## config.mk

```make
export PLATFORM = sky130hd
export DESIGN_NAME = evt_chan
export DESIGN_NICKNAME = d
export VERILOG_FILES = /design/src/rtl/evt_pkg.sv /design/src/rtl/evt_cfg.sv /design/src/rtl/evt_cmp.sv /design/src/rtl/evt_match.sv /design/src/rtl/evt_irq.sv /design/src/rtl/evt_chan.sv
export SDC_FILE = /design/constraint.sdc
export NUM_CORES = 1
export LEC_CHECK = 0
export ABC_AREA = 1
export ABC_CLOCK_PERIOD_IN_PS = 3400
export BUFFER_PORTS_ARGS = -buffer_cell sky130_fd_sc_hd__buf_4
export CORE_ASPECT_RATIO = 1.75
export CORE_MARGIN = 1.5
export CORE_UTILIZATION = 63
export CTS_CLUSTER_SIZE = 12
export DETAILED_ROUTE_END_ITERATION = 8
export GPL_ROUTABILITY_DRIVEN = 0
export GPL_TIMING_DRIVEN = 0
export PLACE_DENSITY = 0.94
export SYNTH_ARGS = -nofsm -noshare
export SYNTH_HDL_FRONTEND = slang
export SYNTH_SLANG_ARGS = --single-unit
```

## constraint.sdc

```tcl
create_clock -name clk -period 3.4 [get_ports clk]
set_input_delay 0.34 -clock clk [delete_from_list [all_inputs] [get_ports clk]]
set_output_delay 0.34 -clock clk [all_outputs]
set_load 0.02 [all_outputs]
```

## src/rtl/evt_pkg.sv

```systemverilog
package evt_pkg;

  typedef struct packed {
    logic setval;
    logic mode32;
    logic level;
    logic periodic;
    logic en;
  } chcfg_t;

  localparam int unsigned CFG_W = $bits(chcfg_t);

endpackage

```

## src/rtl/evt_cfg.sv

```systemverilog
module evt_cfg
  import evt_pkg::*;
(
  input  logic             clk,
  input  logic             rst_n,
  input  logic             cfg_we_i,
  input  logic [CFG_W-1:0] cfg_wdata_i,
  input  logic             cmp_we_i,
  output chcfg_t           cfg_o,
  output logic             en_rise_o,
  output logic             trunc_o
);

  chcfg_t cfg_q;
  chcfg_t wr_cfg;

  assign wr_cfg = chcfg_t'(cfg_wdata_i);

  always_ff @(posedge clk) begin
    if (!rst_n) begin
      cfg_q <= '0;
    end else begin
      if (cfg_we_i) cfg_q <= wr_cfg;
      // a comparator access always consumes the set-value request
      if (cmp_we_i) cfg_q.setval <= 1'b0;
    end
  end

  assign cfg_o     = cfg_q;
  assign en_rise_o = cfg_we_i && wr_cfg.en && !cfg_q.en;
  assign trunc_o   = cfg_we_i && wr_cfg.mode32;

endmodule

```

## src/rtl/evt_cmp.sv

```systemverilog
module evt_cmp #(
  parameter int unsigned CNT_W = 64
) (
  input  logic               clk,
  input  logic               rst_n,
  input  logic               periodic_i,
  input  logic               mode32_i,
  input  logic               setval_i,
  input  logic               wr_i,
  input  logic               hi_i,
  input  logic [CNT_W/2-1:0] wdata_i,
  input  logic               trunc_i,
  input  logic               adv_i,
  output logic [CNT_W-1:0]   cmp_o,
  output logic [CNT_W-1:0]   period_o
);

  localparam int unsigned HALF_W = CNT_W / 2;

  logic [CNT_W-1:0]  cmp_q, period_q;
  logic [CNT_W-1:0]  sum, sum_trim;
  logic [HALF_W-1:0] lo_masked, hi_masked;
  logic              load_cmp;

  assign load_cmp  = !periodic_i || setval_i;
  assign hi_masked = {1'b0, wdata_i[HALF_W-2:0]};
  assign lo_masked = mode32_i ? hi_masked : wdata_i;
  assign sum       = cmp_q + period_q;
  assign sum_trim  = mode32_i ? {{HALF_W{1'b0}}, sum[HALF_W-1:0]} : sum;

  always_ff @(posedge clk) begin
    if (!rst_n) begin
      cmp_q    <= '0;
      period_q <= '0;
    end else begin
      if (adv_i) cmp_q <= sum_trim;
      if (wr_i) begin
        if (!hi_i) begin
          if (load_cmp)   cmp_q[HALF_W-1:0]    <= wdata_i;
          if (periodic_i) period_q[HALF_W-1:0] <= lo_masked;
        end else if (!mode32_i) begin
          if (load_cmp)   cmp_q[CNT_W-1:HALF_W]    <= wdata_i;
          if (periodic_i) period_q[CNT_W-1:HALF_W] <= hi_masked;
        end
      end
      if (trunc_i) begin
        cmp_q[CNT_W-1:HALF_W]    <= '0;
        period_q[CNT_W-1:HALF_W] <= '0;
      end
    end
  end

  assign cmp_o    = cmp_q;
  assign period_o = period_q;

endmodule

```

## src/rtl/evt_match.sv

```systemverilog
module evt_match #(
  parameter int unsigned CNT_W = 64
) (
  input  logic             clk,
  input  logic             rst_n,
  input  logic             en_i,
  input  logic             periodic_i,
  input  logic             mode32_i,
  input  logic             run_i,
  input  logic [CNT_W-1:0] tick_i,
  input  logic [CNT_W-1:0] cmp_i,
  input  logic [CNT_W-1:0] period_i,
  input  logic             arm_evt_i,
  output logic             active_o,
  output logic             fire_o,
  output logic             wrap_fire_o,
  output logic             adv_o,
  output logic             armed_o
);

  localparam int unsigned HALF_W = CNT_W / 2;

  logic             run_q, arm_q, armed_q, catch_q, wrap_q, msb_q;
  logic [CNT_W-1:0] diff;
  logic             due, active, run_rise, reload, ok;
  logic             wrap_hit, match_hit, wrap_start;

  assign diff     = cmp_i - tick_i;
  assign due      = mode32_i ? (diff[HALF_W-1] || diff[HALF_W-1:0] == '0)
                             : (diff[CNT_W-1]  || diff == '0);
  assign active   = en_i && run_i;
  assign run_rise = run_i && !run_q;
  assign reload   = periodic_i && (period_i != '0);

  assign wrap_hit   = wrap_q && msb_q && !tick_i[HALF_W-1];
  assign match_hit  = due && !wrap_q;
  assign ok         = active && armed_q && !arm_q && !catch_q;
  assign wrap_start = mode32_i && !periodic_i && !due &&
                      (cmp_i[HALF_W-1:0] < tick_i[HALF_W-1:0]);

  assign fire_o      = ok && (wrap_hit || match_hit);
  assign wrap_fire_o = ok && wrap_hit;
  assign adv_o       = (ok && match_hit && reload) || (active && catch_q && due);
  assign active_o    = active;
  assign armed_o     = armed_q;

  always_ff @(posedge clk) begin
    if (!rst_n) begin
      run_q   <= 1'b0;
      arm_q   <= 1'b0;
      armed_q <= 1'b0;
      catch_q <= 1'b0;
      wrap_q  <= 1'b0;
      msb_q   <= 1'b0;
    end else begin
      run_q <= run_i;
      msb_q <= tick_i[HALF_W-1];
      arm_q <= arm_evt_i || run_rise;
      if (!active) begin
        armed_q <= 1'b0;
        catch_q <= 1'b0;
        wrap_q  <= 1'b0;
      end else if (arm_q) begin
        armed_q <= 1'b1;
        catch_q <= 1'b0;
        wrap_q  <= wrap_start;
      end else begin
        if (ok && wrap_hit) begin
          wrap_q <= 1'b0;
        end else if (ok && match_hit) begin
          if (reload) catch_q <= 1'b1;
          else        armed_q <= 1'b0;
        end
        if (catch_q && !due) catch_q <= 1'b0;
      end
    end
  end

endmodule

```

## src/rtl/evt_irq.sv

```systemverilog
module evt_irq (
  input  logic clk,
  input  logic rst_n,
  input  logic active_i,
  input  logic level_i,
  input  logic fire_i,
  input  logic sts_clr_i,
  output logic irq_o,
  output logic sts_o
);

  logic sts_q, pulse_q;

  always_ff @(posedge clk) begin
    if (!rst_n) begin
      sts_q   <= 1'b0;
      pulse_q <= 1'b0;
    end else if (!active_i) begin
      sts_q   <= 1'b0;
      pulse_q <= 1'b0;
    end else begin
      pulse_q <= fire_i && !level_i;
      if (!level_i)       sts_q <= 1'b0;
      else if (fire_i)    sts_q <= 1'b1;
      else if (sts_clr_i) sts_q <= 1'b0;
    end
  end

  assign irq_o = sts_q | pulse_q;
  assign sts_o = sts_q;

endmodule

```

## src/rtl/evt_chan.sv

```systemverilog
module evt_chan
  import evt_pkg::*;
#(
  parameter int unsigned CNT_W = 64
) (
  input  logic               clk,
  input  logic               rst_n,
  input  logic [CNT_W-1:0]   tick_i,
  input  logic               run_i,
  input  logic               cfg_we_i,
  input  logic [CFG_W-1:0]   cfg_wdata_i,
  input  logic               cmp_we_i,
  input  logic               cmp_hi_i,
  input  logic [CNT_W/2-1:0] cmp_wdata_i,
  input  logic               sts_clr_i,
  output logic               irq_o,
  output logic               sts_o
);

  chcfg_t           cfg_q;
  logic             en_rise, trunc, active, fire, wrap_fire, adv, armed;
  logic [CNT_W-1:0] cmp_q, period_q;

  evt_cfg u_cfg (
    .clk        (clk),
    .rst_n      (rst_n),
    .cfg_we_i   (cfg_we_i),
    .cfg_wdata_i(cfg_wdata_i),
    .cmp_we_i   (cmp_we_i),
    .cfg_o      (cfg_q),
    .en_rise_o  (en_rise),
    .trunc_o    (trunc)
  );

  evt_cmp #(.CNT_W(CNT_W)) u_cmp (
    .clk       (clk),
    .rst_n     (rst_n),
    .periodic_i(cfg_q.periodic),
    .mode32_i  (cfg_q.mode32),
    .setval_i  (cfg_q.setval),
    .wr_i      (cmp_we_i),
    .hi_i      (cmp_hi_i),
    .wdata_i   (cmp_wdata_i),
    .trunc_i   (trunc),
    .adv_i     (adv),
    .cmp_o     (cmp_q),
    .period_o  (period_q)
  );

  evt_match #(.CNT_W(CNT_W)) u_match (
    .clk        (clk),
    .rst_n      (rst_n),
    .en_i       (cfg_q.en),
    .periodic_i (cfg_q.periodic),
    .mode32_i   (cfg_q.mode32),
    .run_i      (run_i),
    .tick_i     (tick_i),
    .cmp_i      (cmp_q),
    .period_i   (period_q),
    .arm_evt_i  (en_rise | cmp_we_i),
    .active_o   (active),
    .fire_o     (fire),
    .wrap_fire_o(wrap_fire),
    .adv_o      (adv),
    .armed_o    (armed)
  );

  evt_irq u_irq (
    .clk      (clk),
    .rst_n    (rst_n),
    .active_i (active),
    .level_i  (cfg_q.level),
    .fire_i   (fire),
    .sts_clr_i(sts_clr_i),
    .irq_o    (irq_o),
    .sts_o    (sts_o)
  );

endmodule

```

==> results of run 1 <==
[kinds of logic after synthesis]
family	synth area share, %
AO/OA/AOI/OAI	15.4
XOR/XNOR	3.13
adder cells (fa/ha/maj)	9.80
buffers and inverters	15.4
flip-flops	17.0
AND/OR/NAND/NOR	39.3
[per-layer routing]
metal  GRT overflow  global-route usage (%)
met1              0                    50.4
met2             26                    81.5
met3              1                    29.2
met4             13                    62.4
met5              0                    5.70
[synthesized netlist by cell type, drive strengths merged, types with 2 or more instances]
cell | count | area share (%)
nand3 | 193 | 6.0
inv | 604 | 14
o211ai | 11 | 0.50
o21ai | 161 | 4.9
clkbuf | 42 | 0.96
a211oi | 3 | 0.14
nor2 | 427 | 9.9
buf | 15 | 0.69
a21boi | 2 | 0.091
nor3 | 17 | 0.52
and2 | 2 | 0.076
nor4 | 23 | 0.87
nand2 | 852 | 20
nand4 | 37 | 1.4
or2 | 7 | 0.27
xor2 | 23 | 1.2
a21oi | 220 | 6.7
dfxtp | 140 | 17
nand3b | 14 | 0.64
o21bai | 11 | 0.50
o21a | 10 | 0.45
ha | 126 | 9.6
a2111oi | 2 | 0.11
fa | 2 | 0.24
a31oi | 34 | 1.3
a21o | 8 | 0.36
xnor2 | 36 | 1.9
[repair_timing]
| item | 4_1_cts |
|---|---|
| hold buffers | 0 |
| endpoints found under the setup margin | 69 |
| setup buffers | 17 |
| resized for setup | 218 |
| pin swaps | 27 |
[stage by stage]
| stage | cells | setup TNS (ps) | cell area [sq um] | hold slack [ps] |
|---|---|---|---|---|
| floorplan | 3031 | 0 | 16500 | 416 |
| detailed placement | 3459 | -53450 | 17700 | 473 |
| global placement | 3459 | -54920 | 17700 | 445 |
| CTS | 3506 | -5170 | 19300 | 83.2 |
==> impl_metrics.csv, run 1 <==
group,metric,value,unit
status,status,"stopped before the end",
status,lastStage,"global routing",
status,error,"[ERROR GRT-0116] Global routing finished with congestion. Check the congestion regions in the DRC Viewer.",
yosys,async_reset_ff_share,0,%
place,pre_cts_ws,-967,ps
floorplanning,num_rows,78,
yosys,syn_area,16500,sq um
place,dp_hpwl,54000,um
yosys,ys_seq_area_share,17.0,%
clock_network,clock_sinks,140,
yosys,synth_warnings,0,
yosys,synthFlopType,"dfxtp_1",
floorplanning,fp.dieW,125,um
place,numPortBuffers,108,
clock_network,cts_root_buf,"clkbuf_16",
floorplanning,fp.dieH,217,um
global_routing,grt_max_degree,17,
global_routing,grt_overflow,40,
clock_network,cts_buffers,17,
yosys,ys_types,49,
yosys,ys_ff_latch,140,
yosys,syn-num-nets,3267,
floorplanning,initial_core_util,63.8,%
floorplanning,ioPinCount,110,
global_routing,grt_pass1_wl,117000,um
clock_network,cts-htree-levels,4,
yosys,avgSynthCellArea,5.44,sq um
clock_network,cts_buffer_depth,2,
yosys,synth_edf_count,0,
yosys,syn_inst,3031,
global_routing,track_usage,55.1,%
global_routing,grt_pass1_vias,22100,
==> inputs of run 2 (changes only) <==
--- a/config.mk
+++ b/config.mk
@@ -8,14 +8,12 @@
 export ABC_AREA = 1
 export ABC_CLOCK_PERIOD_IN_PS = 3400
 export BUFFER_PORTS_ARGS = -buffer_cell sky130_fd_sc_hd__buf_4
-export CORE_ASPECT_RATIO = 1.75
 export CORE_MARGIN = 1.5
-export CORE_UTILIZATION = 63
-export CTS_CLUSTER_SIZE = 12
+export CORE_UTILIZATION = 40
 export DETAILED_ROUTE_END_ITERATION = 8
 export GPL_ROUTABILITY_DRIVEN = 0
 export GPL_TIMING_DRIVEN = 0
-export PLACE_DENSITY = 0.94
+export PLACE_DENSITY_LB_ADDON = 0.15
 export SYNTH_ARGS = -nofsm -noshare
 export SYNTH_HDL_FRONTEND = slang
 export SYNTH_SLANG_ARGS = --single-unit
==> run 2 against run 1 <==
The flow now finishes, with violations (setup timing); synthesized cell count stayed put; area after synthesis did not move.
==> impl_metrics.csv, run 2 <==
group,metric,value,unit
critical_path,start_kind,"flop",
yosys,ys_seq_area_share,17.0,%
finish,synthToLayoutAreaGrowth,24.4,%
power_and_ir_drop,seqPwrFrac,32.0,%
drt,vias_per_cell,5.33,
yosys,ys_types,49,
floorplanning,die_area,42500,sq um
place,place_area,18000,sq um
finish,drive_above_1_share,15.1,%
global_routing,grt_max_degree,17,
global_routing,antenna_found_initial,0,
drt,drt-total-wl,66300,um
worst_hold_path,hp-class,"input pin to flop",
worst_hold_path,min_path_cells,3,
yosys,synth_top_family_by_area,"simple AND/OR/NAND/NOR gates",
drt,drt_pre_antenna_iters,6,
yosys,synth_edf_count,0,
yosys,syn-num-nets,3267,
yosys,yosysMostFrequentCell,"nand2_1",
power_and_ir_drop,p_switching,1.97,mW
timing,layout_setup_ws,-165,ps
yosys,synth_commonest_cells,"nand2_1, inv_1, nor2_1",
yosys,post_synth_fa_ha_maj_area_fraction,9.80,%
job,maxCapViolCount,0,
drt,final_antenna_net_count,0,
drt,wl_per_cell,17.7,um
power_and_ir_drop,power,5.66,mW
yosys,synthXorXnorAreaFrac,3.13,%
place,post-place-cells,3671,
timing,worstMarginPinSlew,738,ps
timing,holdWs,100,ps
yosys,syn_area,16500,sq um
finish,largest_register_ffs,64,
place,numPortBuffers,108,
critical_path,worst-path-max-fanout,9,
critical_path,worst-setup-path-type,"flop to flop",
power_and_ir_drop,vdd.ir_drop.worst,0.000379,V
power_and_ir_drop,p_comb_share,30.2,%
global_routing,grt_overflow,0,
floorplanning,fp.dieW,206,um
yosys,async_reset_ff_share,0,%
finish,layout.nets,3435,
status,status,"finished, violations left",
yosys,synthTopCellsByArea,"nand2_1, dfxtp_1, inv_1",
finish,post-route-util,50.4,%
clock_network,cts_buffers,17,
drt,route.detailed.drc,0,
yosys,synthFlopType,"dfxtp_1",
critical_path,end_kind,"flop",
worst_hold_path,whs_endpoint,"u_match.run_q",
global_routing,track_usage,30.9,%
yosys,synthSimpleGateAreaFrac,39.3,%
power_and_ir_drop,powerDensity,276,nW/um^2
clock_network,clk_pin_slew,60,ps
finish,final_cell_mix,"nand2_1, inv_1, nor2_1, a21oi_1, nand3_1",
finish,fillCellCount,4361,
floorplanning,ioPinCount,110,
timing,hold_viol,0,
power_and_ir_drop,power.internal,3.68,mW
finish,final_area,20500,sq um
drt,drt-initial-drc-count,1865,
timing,setup-tns-final,-7500,ps
timing,finalWorstPathRequiredPeriod,3560,ps
clock_network,cts_buffer_depth,2,
clock_network,cts-htree-levels,4,
power_and_ir_drop,pwr-share-clk,37.8,%
status,violations,"setup timing",
finish,mostFrequentLayoutCell,"nand2_1",
floorplanning,num_rows,74,
yosys,synth-compound-area-share,15.4,%
timing,max_freq,281,MHz
yosys,synth_warnings,0,
timing,fin_worst_skew,13.6,ps
critical_path,required,3790,ps
yosys,syn_inst,3031,
clock_network,clock_sinks,140,
clock_network,cts_tree,"built",
floorplanning,fp.dieH,206,um
worst_hold_path,hold_path.startpoint,"run_i",
clock_network,insertion_delay,460,ps
place,dp_hpwl,54700,um
yosys,netlist.area_leader.share,19.3,%
timing,rsz0062_at_grt,"yes",
critical_path,reg2reg_slack,-160,ps
floorplanning,initial_core_util,40.5,%
timing,worst_slew_margin_rel,50.2,%
critical_path,r2r-start,"u_cmp.cmp_o[51]",
clock_network,cts_root_buf,"clkbuf_16",
yosys,ys_ff_latch,140,
timing,slew_violations,0,
place,pre_cts_ws,-1120,ps
timing,setup_viol,65,
power_and_ir_drop,swShare,34.9,%
yosys,yosys.area.top_type,"nand2_1",
critical_path,r2r-end,"u_cmp.cmp_o[58]",
critical_path,r2r_cells,24,
yosys,synthMuxAreaShare,0,%
global_routing,grt_pass1_wl,100000,um
critical_path,critPathArrivalTime,3950,ps
finish,fin_cells,3744,
floorplanning,core,40700,sq um
global_routing,grt_pass1_vias,18700,
finish,antenna_cells,0,
drt,vias,20000,
power_and_ir_drop,leakage,10.2,nW
timing,post-route-period-util,105,%
yosys,avgSynthCellArea,5.44,sq um
[run 2: repair_timing]
item | 4_1_cts | 5_1_grt
hold buffers | 0 | 0
gates cloned | 2 | 3
endpoints found under the setup margin | 69 | 69
buffers inserted | 27 | 10
resized for setup | 253 | 124
pin swaps | 23 | 28
[run 2: power groups by stage]
stage | clock [mW] | sequential [mW] | combinational, mW
floorplan | 0 | 1.78 | 0.985
global placement | 0 | 1.82 | 1.45
detailed placement | 0 | 1.83 | 1.47
CTS | 2.16 | 1.80 | 1.62
global route | 2.21 | 1.81 | 1.88
finish | 2.14 | 1.81 | 1.71
[run 2: worst max-delay path, cell delays in order, from the launching register on]
cell and delay [ps]:
dfxtp_2 420, ha_2 360, nand2_1 170, inv_1 100
nand2_1 180, o21ai_1 170, a21oi_2 180, nand2_1 70
nor2_1 100, nor2_1 40, nor2_1 90, nand2_1 90
nor2_4 130, nand3_2 120, nor2_4 150, nand2_2 90
nand2_4 130, nand3_4 130, nand2_8 160, buf_8 140
buf_12 120, inv_8 50, nor2_4 120, nor2_2 50
nor2_1 100
[run 2: final cells by class]
type	instances	area (sq um)	area share, %
Buffer	56	329	1.60
Clock buffer	19	453	2.21
Clock inverter	13	210	1.02
Inverter	604	2270	11.1
Multi-Input combinational cell	2230	12500	60.7
Sequential cell	140	2860	13.9
Tap cell	532	666	3.24
Timing Repair Buffer	150	1270	6.17
[run 2: worst max-delay path by stage]
| stage | cells past startpoint | endpoint | from |
|---|---|---|---|
| floorplan | 17 | u_cmp.cmp_o[52] | u_cmp.period_o[0] |
| global placement | 17 | u_cmp.cmp_o[56] | u_cmp.period_o[0] |
| detailed placement | 17 | u_cmp.cmp_o[56] | u_cmp.period_o[0] |
| CTS | 25 | u_cmp.cmp_o[10] | u_cmp.cmp_o[0] |
| global route | 26 | u_cmp.cmp_o[20] | u_cmp.cmp_o[21] |
| finish | 24 | u_cmp.cmp_o[58] | u_cmp.cmp_o[51] |
[run 2: cells by family after synthesis]
logic type,Yosys count
simple gates,1574
xor+xnor,59
buf+inv,661
compound gates,469
flops,140
fa+ha+maj,128
[run 2: per-layer routing]
layer / vias to the layer above / share of wire (%) / track usage, %
met5: - / 0 / 0
met4: 0 / 4.5 / 14.2
met3: 155 / 7.0 / 3.89
met2: 835 / 46 / 52.2
met1: 9065 / 42 / 39.1
li1: 9900 / - / -
No activity file was read; power rests on OpenSTA's default activity.
==> inputs of run 3 (changes only) <==
--- a/config.mk
+++ b/config.mk
@@ -8,6 +8,7 @@
 export ABC_AREA = 1
 export ABC_CLOCK_PERIOD_IN_PS = 3400
 export BUFFER_PORTS_ARGS = -buffer_cell sky130_fd_sc_hd__buf_4
+export CORE_ASPECT_RATIO = 1.5
 export CORE_MARGIN = 1.5
 export CORE_UTILIZATION = 40
 export DETAILED_ROUTE_END_ITERATION = 8
==> run 3 against run 2 <==
The run still ends with setup timing left; combinational power is essentially flat; die area about the same; clock power decreased by 9.8%; non-clock buffer count fell by 21; routed wire length increased by 3.8%; cell count shrank 1.2%; register-to-register slack worse by 110 ps; utilization fell by 1.8 points; highest routed layer is now met5.
==> impl_metrics.csv, run 3 (synthesized netlist as in run 2, its figures left out) <==
group,metric,value,unit
floorplanning,fp.dieW,169,um
power_and_ir_drop,leakage,9.96,nW
timing,fin_worst_skew,8.73,ps
timing,setup_viol,65,
power_and_ir_drop,power,5.42,mW
finish,largest_register_ffs,64,
global_routing,antenna_found_initial,1,
critical_path,required,3730,ps
power_and_ir_drop,vdd.ir_drop.worst,0.000310,V
power_and_ir_drop,pwr-share-clk,35.5,%
floorplanning,initial_core_util,40.4,%
drt,route.detailed.drc,0,
power_and_ir_drop,p_comb_share,31.2,%
finish,drive_above_1_share,13.1,%
global_routing,grt_pass1_vias,19400,
clock_network,insertion_delay,440,ps
clock_network,clock_sinks,140,
drt,wl_per_cell,18.6,um
power_and_ir_drop,p_switching,1.91,mW
power_and_ir_drop,powerDensity,273,nW/um^2
global_routing,grt_overflow,0,
clock_network,clk_pin_slew,60,ps
drt,final_antenna_net_count,0,
clock_network,cts_buffers,17,
drt,drt-initial-drc-count,1381,
timing,hold_viol,0,
clock_network,cts_buffer_depth,2,
place,dp_hpwl,57400,um
critical_path,end_kind,"flop",
finish,synthToLayoutAreaGrowth,20.4,%
power_and_ir_drop,seqPwrFrac,33.3,%
floorplanning,die_area,42500,sq um
finish,post-route-util,48.6,%
place,numPortBuffers,108,
timing,rsz0062_at_grt,"yes",
status,status,"finished, violations left",
critical_path,worst-setup-path-type,"flop to flop",
drt,drt_pre_antenna_iters,6,
place,pre_cts_ws,-988,ps
finish,mostFrequentLayoutCell,"nand2_1",
timing,worst_slew_margin_rel,43.1,%
timing,post-route-period-util,108,%
floorplanning,fp.dieH,252,um
critical_path,start_kind,"flop",
status,violations,"setup timing",
job,maxCapViolCount,0,
place,post-place-cells,3650,
timing,slew_violations,0,
global_routing,grt_pass1_wl,104000,um
global_routing,grt_max_degree,17,
drt,drt-total-wl,68900,um
power_and_ir_drop,swShare,35.2,%
timing,layout_setup_ws,-276,ps
timing,worstMarginPinSlew,843,ps
floorplanning,core,40900,sq um
power_and_ir_drop,power.internal,3.51,mW
finish,antenna_cells,0,
finish,final_cell_mix,"nand2_1, inv_1, nor2_1, a21oi_1, nand3_1",
clock_network,cts_tree,"built",
worst_hold_path,hp-class,"input pin to flop",
drt,vias_per_cell,5.38,
drt,vias,19900,
floorplanning,ioPinCount,110,
timing,max_freq,272,MHz
finish,layout.nets,3414,
global_routing,track_usage,32.2,%
critical_path,worst-path-max-fanout,4,
floorplanning,num_rows,91,
finish,fillCellCount,4394,
finish,fin_cells,3699,
clock_network,cts-htree-levels,4,
critical_path,critPathArrivalTime,4000,ps
clock_network,cts_root_buf,"clkbuf_16",
timing,finalWorstPathRequiredPeriod,3680,ps
==> run 3: changes by cell type in the layout (fill, tap and decap cells not counted), moves of 5 or more <==
cell	previous run	this run
o21ai_1	13	4
buf_4	139	123
nand3_1	165	175
nor2_2	51	40
a21oi_2	19	12
a21oi_1	200	207
nand2_1	798	803
nor2_1	359	368
nand3_2	22	14
o21ai_0	138	151
ha_4	44	34
ha_1	72	78
==> run 3: worst max-delay path, cell delays in order, from the launching register on <==
cell     delay (ps)
dfxtp_2         360
ha_1            360
a21oi_1         160
nand2_1         120
a21oi_1         240
inv_1            70
nand2_1          60
nand2_1         120
a21oi_1         290
o21ai_0         320
a31oi_1         430
o21ai_0         290
a21oi_1         350
xor2_1          180
nor2_1           70
nor2_1          110
nor2_1           40
==> run 3: worst paths after layout <==
path              slack [ps]      startpoint               to  cells past startpoint
hold / removal           110      tick_i[31]    u_match.msb_q                      3
hold reg to reg          460  u_cfg.cfg_o[2]    u_irq.pulse_q                      1
setup / recovery        -280  u_cmp.cmp_o[2]  u_cmp.cmp_o[41]                     16
setup reg to reg        -280  u_cmp.cmp_o[2]  u_cmp.cmp_o[41]                     16
==> run 3: power by group through the flow <==
stage                     Sequential (mW)  Combinational [mW]  Clock [mW]
after global routing                 1.81                1.85        2.00
after floorplan                      1.78               0.985           0
after global placement               1.82                1.47           0
after CTS                            1.79                1.58        1.94
final                                1.81                1.69        1.93
after detailed placement             1.82                1.49           0
==> run 3: per-layer routing <==
metal	up-vias	GRT usage [%]	part of all wire [%]
li1	9846	-	-
met3	247	3.50	5.7
met5	-	0	0.019
met2	791	58.0	49
met1	9000	34.2	37
met4	2	25.0	8.8
==> run 3: timing repair <==
action | in CTS | in global routing
pin swaps | 22 | 16
resized for setup | 173 | 122
gates cloned | 2 | 0
hold buffers | 0 | 0
endpoints found under the hold margin | 0 | 0
endpoints found under the setup margin | 69 | 69
buffers inserted | 16 | 2
==> run 3: cell type report <==
class                      instances  area (sq um)  share of cell area [%]
timing repair buffer             128          1000                    5.06
buffer                            57           317                    1.59
clock inverter                     7           115                   0.579
clock buffer                      22           474                    2.39
tap                              511           639                    3.22
multi-input combinational       2230         12200                    61.4
inverter                         604          2280                    11.5
sequential                       140          2850                    14.3
==> run 3: through the flow <==
stage	setup TNS [ps]	area, sq um	hold slack, ps
CTS	-8140	19400	93.9
finish	-9230	19900	108
global placement	-52610	18000	446
detailed placement	-57470	18000	450
global route	-24600	19900	104
floorplan	0	16500	416
==> inputs of run 4 (changes only) <==
--- a/config.mk
+++ b/config.mk
@@ -6,7 +6,7 @@
 export NUM_CORES = 1
 export LEC_CHECK = 0
 export ABC_AREA = 1
-export ABC_CLOCK_PERIOD_IN_PS = 3400
+export ABC_CLOCK_PERIOD_IN_PS = 3600
 export BUFFER_PORTS_ARGS = -buffer_cell sky130_fd_sc_hd__buf_4
 export CORE_ASPECT_RATIO = 1.5
 export CORE_MARGIN = 1.5
==> constraint.sdc (replaced) <==
create_clock -name clk -period 3.6 [get_ports clk]
set_input_delay 0.36 -clock clk [delete_from_list [all_inputs] [get_ports clk]]
set_output_delay 0.36 -clock clk [all_outputs]
set_load 0.02 [all_outputs]
==> run 4 against run 3 <==
The flow still finishes with violations (setup timing); power down 5.4%; sequential power decreased by 6%; maximum frequency is 0.68% higher; clock-buffer cell count unchanged; first-iteration DRC count down 8.1%; highest routed layer unchanged; largest power group unchanged; routed wire length up 0.43%; clock skew grew 1.4 ps; combinational power down 5%; via count fell by 0.32%; critical path depth unchanged; worst setup slack better by 220 ps; global-route usage is essentially flat.
==> impl_metrics.csv, run 4 (synthesized netlist as in run 2, its figures left out) <==
group,metric,value,unit
critical_path,worst-path-max-fanout,4,
clock_network,insertion_delay,440,ps
critical_path,required,3930,ps
worst_hold_path,hold_path.startpoint,"tick_i[31]",
power_and_ir_drop,vdd.ir_drop.worst,0.000299,V
status,status,"finished, violations left",
clock_network,ctsHoldBuffers,0,
power_and_ir_drop,pwr-share-clk,35.6,%
power_and_ir_drop,p_switching,1.82,mW
finish,post-route-util,49.1,%
critical_path,worst-setup-path-type,"flop to flop",
power_and_ir_drop,powerDensity,255,nW/um^2
floorplanning,initial_core_util,40.4,%
global_routing,grt_overflow,0,
worst_hold_path,hp-class,"input pin to flop",
floorplanning,fp.dieH,252,um
floorplanning,core,40900,sq um
drt,drt-initial-drc-count,1269,
clock_network,cts_tree,"built",
timing,hold_viol,0,
finish,layout.nets,3414,
critical_path,reg2reg_slack,-50,ps
global_routing,grt_max_degree,17,
finish,final_area,20100,sq um
clock_network,cts-htree-levels,4,
timing,worst_slew_margin_rel,42.9,%
timing,layout_setup_ws,-51.5,ps
job,maxCapViolCount,0,
finish,final_cell_mix,"nand2_1, inv_1, nor2_1, a21oi_1, nand3_1",
clock_network,cts_buffers,17,
critical_path,startpoint,"u_cmp.cmp_o[2]",
floorplanning,num_rows,91,
drt,route.detailed.drc,0,
power_and_ir_drop,leakage,10.0,nW
finish,synthToLayoutAreaGrowth,21.6,%
drt,vias,19800,
critical_path,r2r-end,"u_cmp.cmp_o[41]",
clock_network,cts_root_buf,"clkbuf_16",
finish,drive_above_1_share,14.0,%
timing,slew_violations,0,
drt,drt_pre_antenna_iters,5,
power_and_ir_drop,seqPwrFrac,33.2,%
finish,mostFrequentLayoutCell,"nand2_1",
drt,vias_per_cell,5.36,
drt,drt-total-wl,69200,um
finish,antenna_cells,0,
power_and_ir_drop,power.internal,3.31,mW
critical_path,r2r-start,"u_cmp.cmp_o[2]",
finish,largest_register_ffs,64,
clock_network,clock_sinks,140,
timing,fin_worst_skew,10.1,ps
timing,max_freq,274,MHz
floorplanning,fp.dieW,169,um
clock_network,cts_buffer_depth,2,
global_routing,grt_pass1_wl,104000,um
clock_network,clk_pin_slew,60,ps
place,numPortBuffers,108,
place,place_area,18000,sq um
critical_path,r2r_cells,16,
timing,rsz0062_at_grt,"yes",
critical_path,end_kind,"flop",
timing,post-route-period-util,101,%
timing,worstMarginPinSlew,845,ps
global_routing,track_usage,32.3,%
place,dp_hpwl,57400,um
drt,wl_per_cell,18.7,um
status,violations,"setup timing",
global_routing,antenna_found_initial,1,
drt,final_antenna_net_count,0,
critical_path,crit_end,"u_cmp.cmp_o[41]",
global_routing,grt_pass1_vias,19400,
floorplanning,die_area,42500,sq um
power_and_ir_drop,swShare,35.4,%
power_and_ir_drop,p_comb_share,31.2,%
critical_path,critPathArrivalTime,3980,ps
timing,setup_viol,16,
timing,finalWorstPathRequiredPeriod,3650,ps
floorplanning,ioPinCount,110,
critical_path,start_kind,"flop",
-- run 4: power groups by stage --
stage                     clock [mW]  sequential, mW  combinational, mW
after floorplan                    0            1.68              0.931
after CTS                       1.83            1.69               1.48
after detailed placement           0            1.72               1.40
after global placement             0            1.72               1.39
after global routing            1.89            1.71               1.76
final                           1.82            1.70               1.60
-- run 4: metal layers --
layer | wire length (um) | global-route usage, %
met1 | 25500 | 34.4
met2 | 33800 | 58.0
met3 | 3850 | 3.33
met4 | 6050 | 25.1
met5 | 9 | 0
-- run 4: worst max-delay path: stages, from the launching register on --
cell and delay [ps]:
dfxtp_2 360, ha_1 360, a21oi_1 160, nand2_1 120, a21oi_1 250, inv_1 70, nand2_1 60, nand2_1 110
a21oi_1 290, o21ai_0 330, a31oi_1 420, o21ai_0 270, a21oi_1 350, xor2_1 180, nor2_1 60, nor2_1 100
nor2_1 40
-- run 4: worst min-delay path by stage --
stage,to,slack (ps),cells after the start
2_1_floorplan,u_irq.pulse_q,420,1
3_3_place_gp,u_cfg.cfg_o[4],450,2
3_5_place_dp,u_cfg.cfg_o[4],450,2
4_1_cts,u_match.msb_q,110,3
5_1_grt,u_match.msb_q,120,3
6_report,u_match.msb_q,120,3
-- run 4: stage by stage --
stage	power, mW	worst slack [ps]	std cells	TNS (ps)	hold slack (ps)
6_report	5.13	-51.5	3699	-254	121
5_1_grt	5.35	-244	3699	-12610	122
4_1_cts	5.01	3.76	3692	0	114
3_5_place_dp	3.12	-788	3650	-45030	450
3_3_place_gp	3.11	-768	3650	-40170	446
2_1_floorplan	2.61	574	3031	0	416
-- run 4: repair_timing --
item	in CTS	in global routing
gates resized for setup	139	195
pin swaps	19	43
endpoints found under the setup margin	69	69
cloned	2	1
buffers inserted	11	6
-- run 4: cell type report --
cell class / instances / area, sq um
plain buffers: 57 / 320
clock buffers: 22 / 474
clock inverters: 7 / 115
fillers: 4407 / 20800
inverters: 604 / 2280
multi-input cells: 2230 / 12400
flip-flops and latches: 140 / 2840
well taps: 511 / 639
repair buffers: 128 / 1040
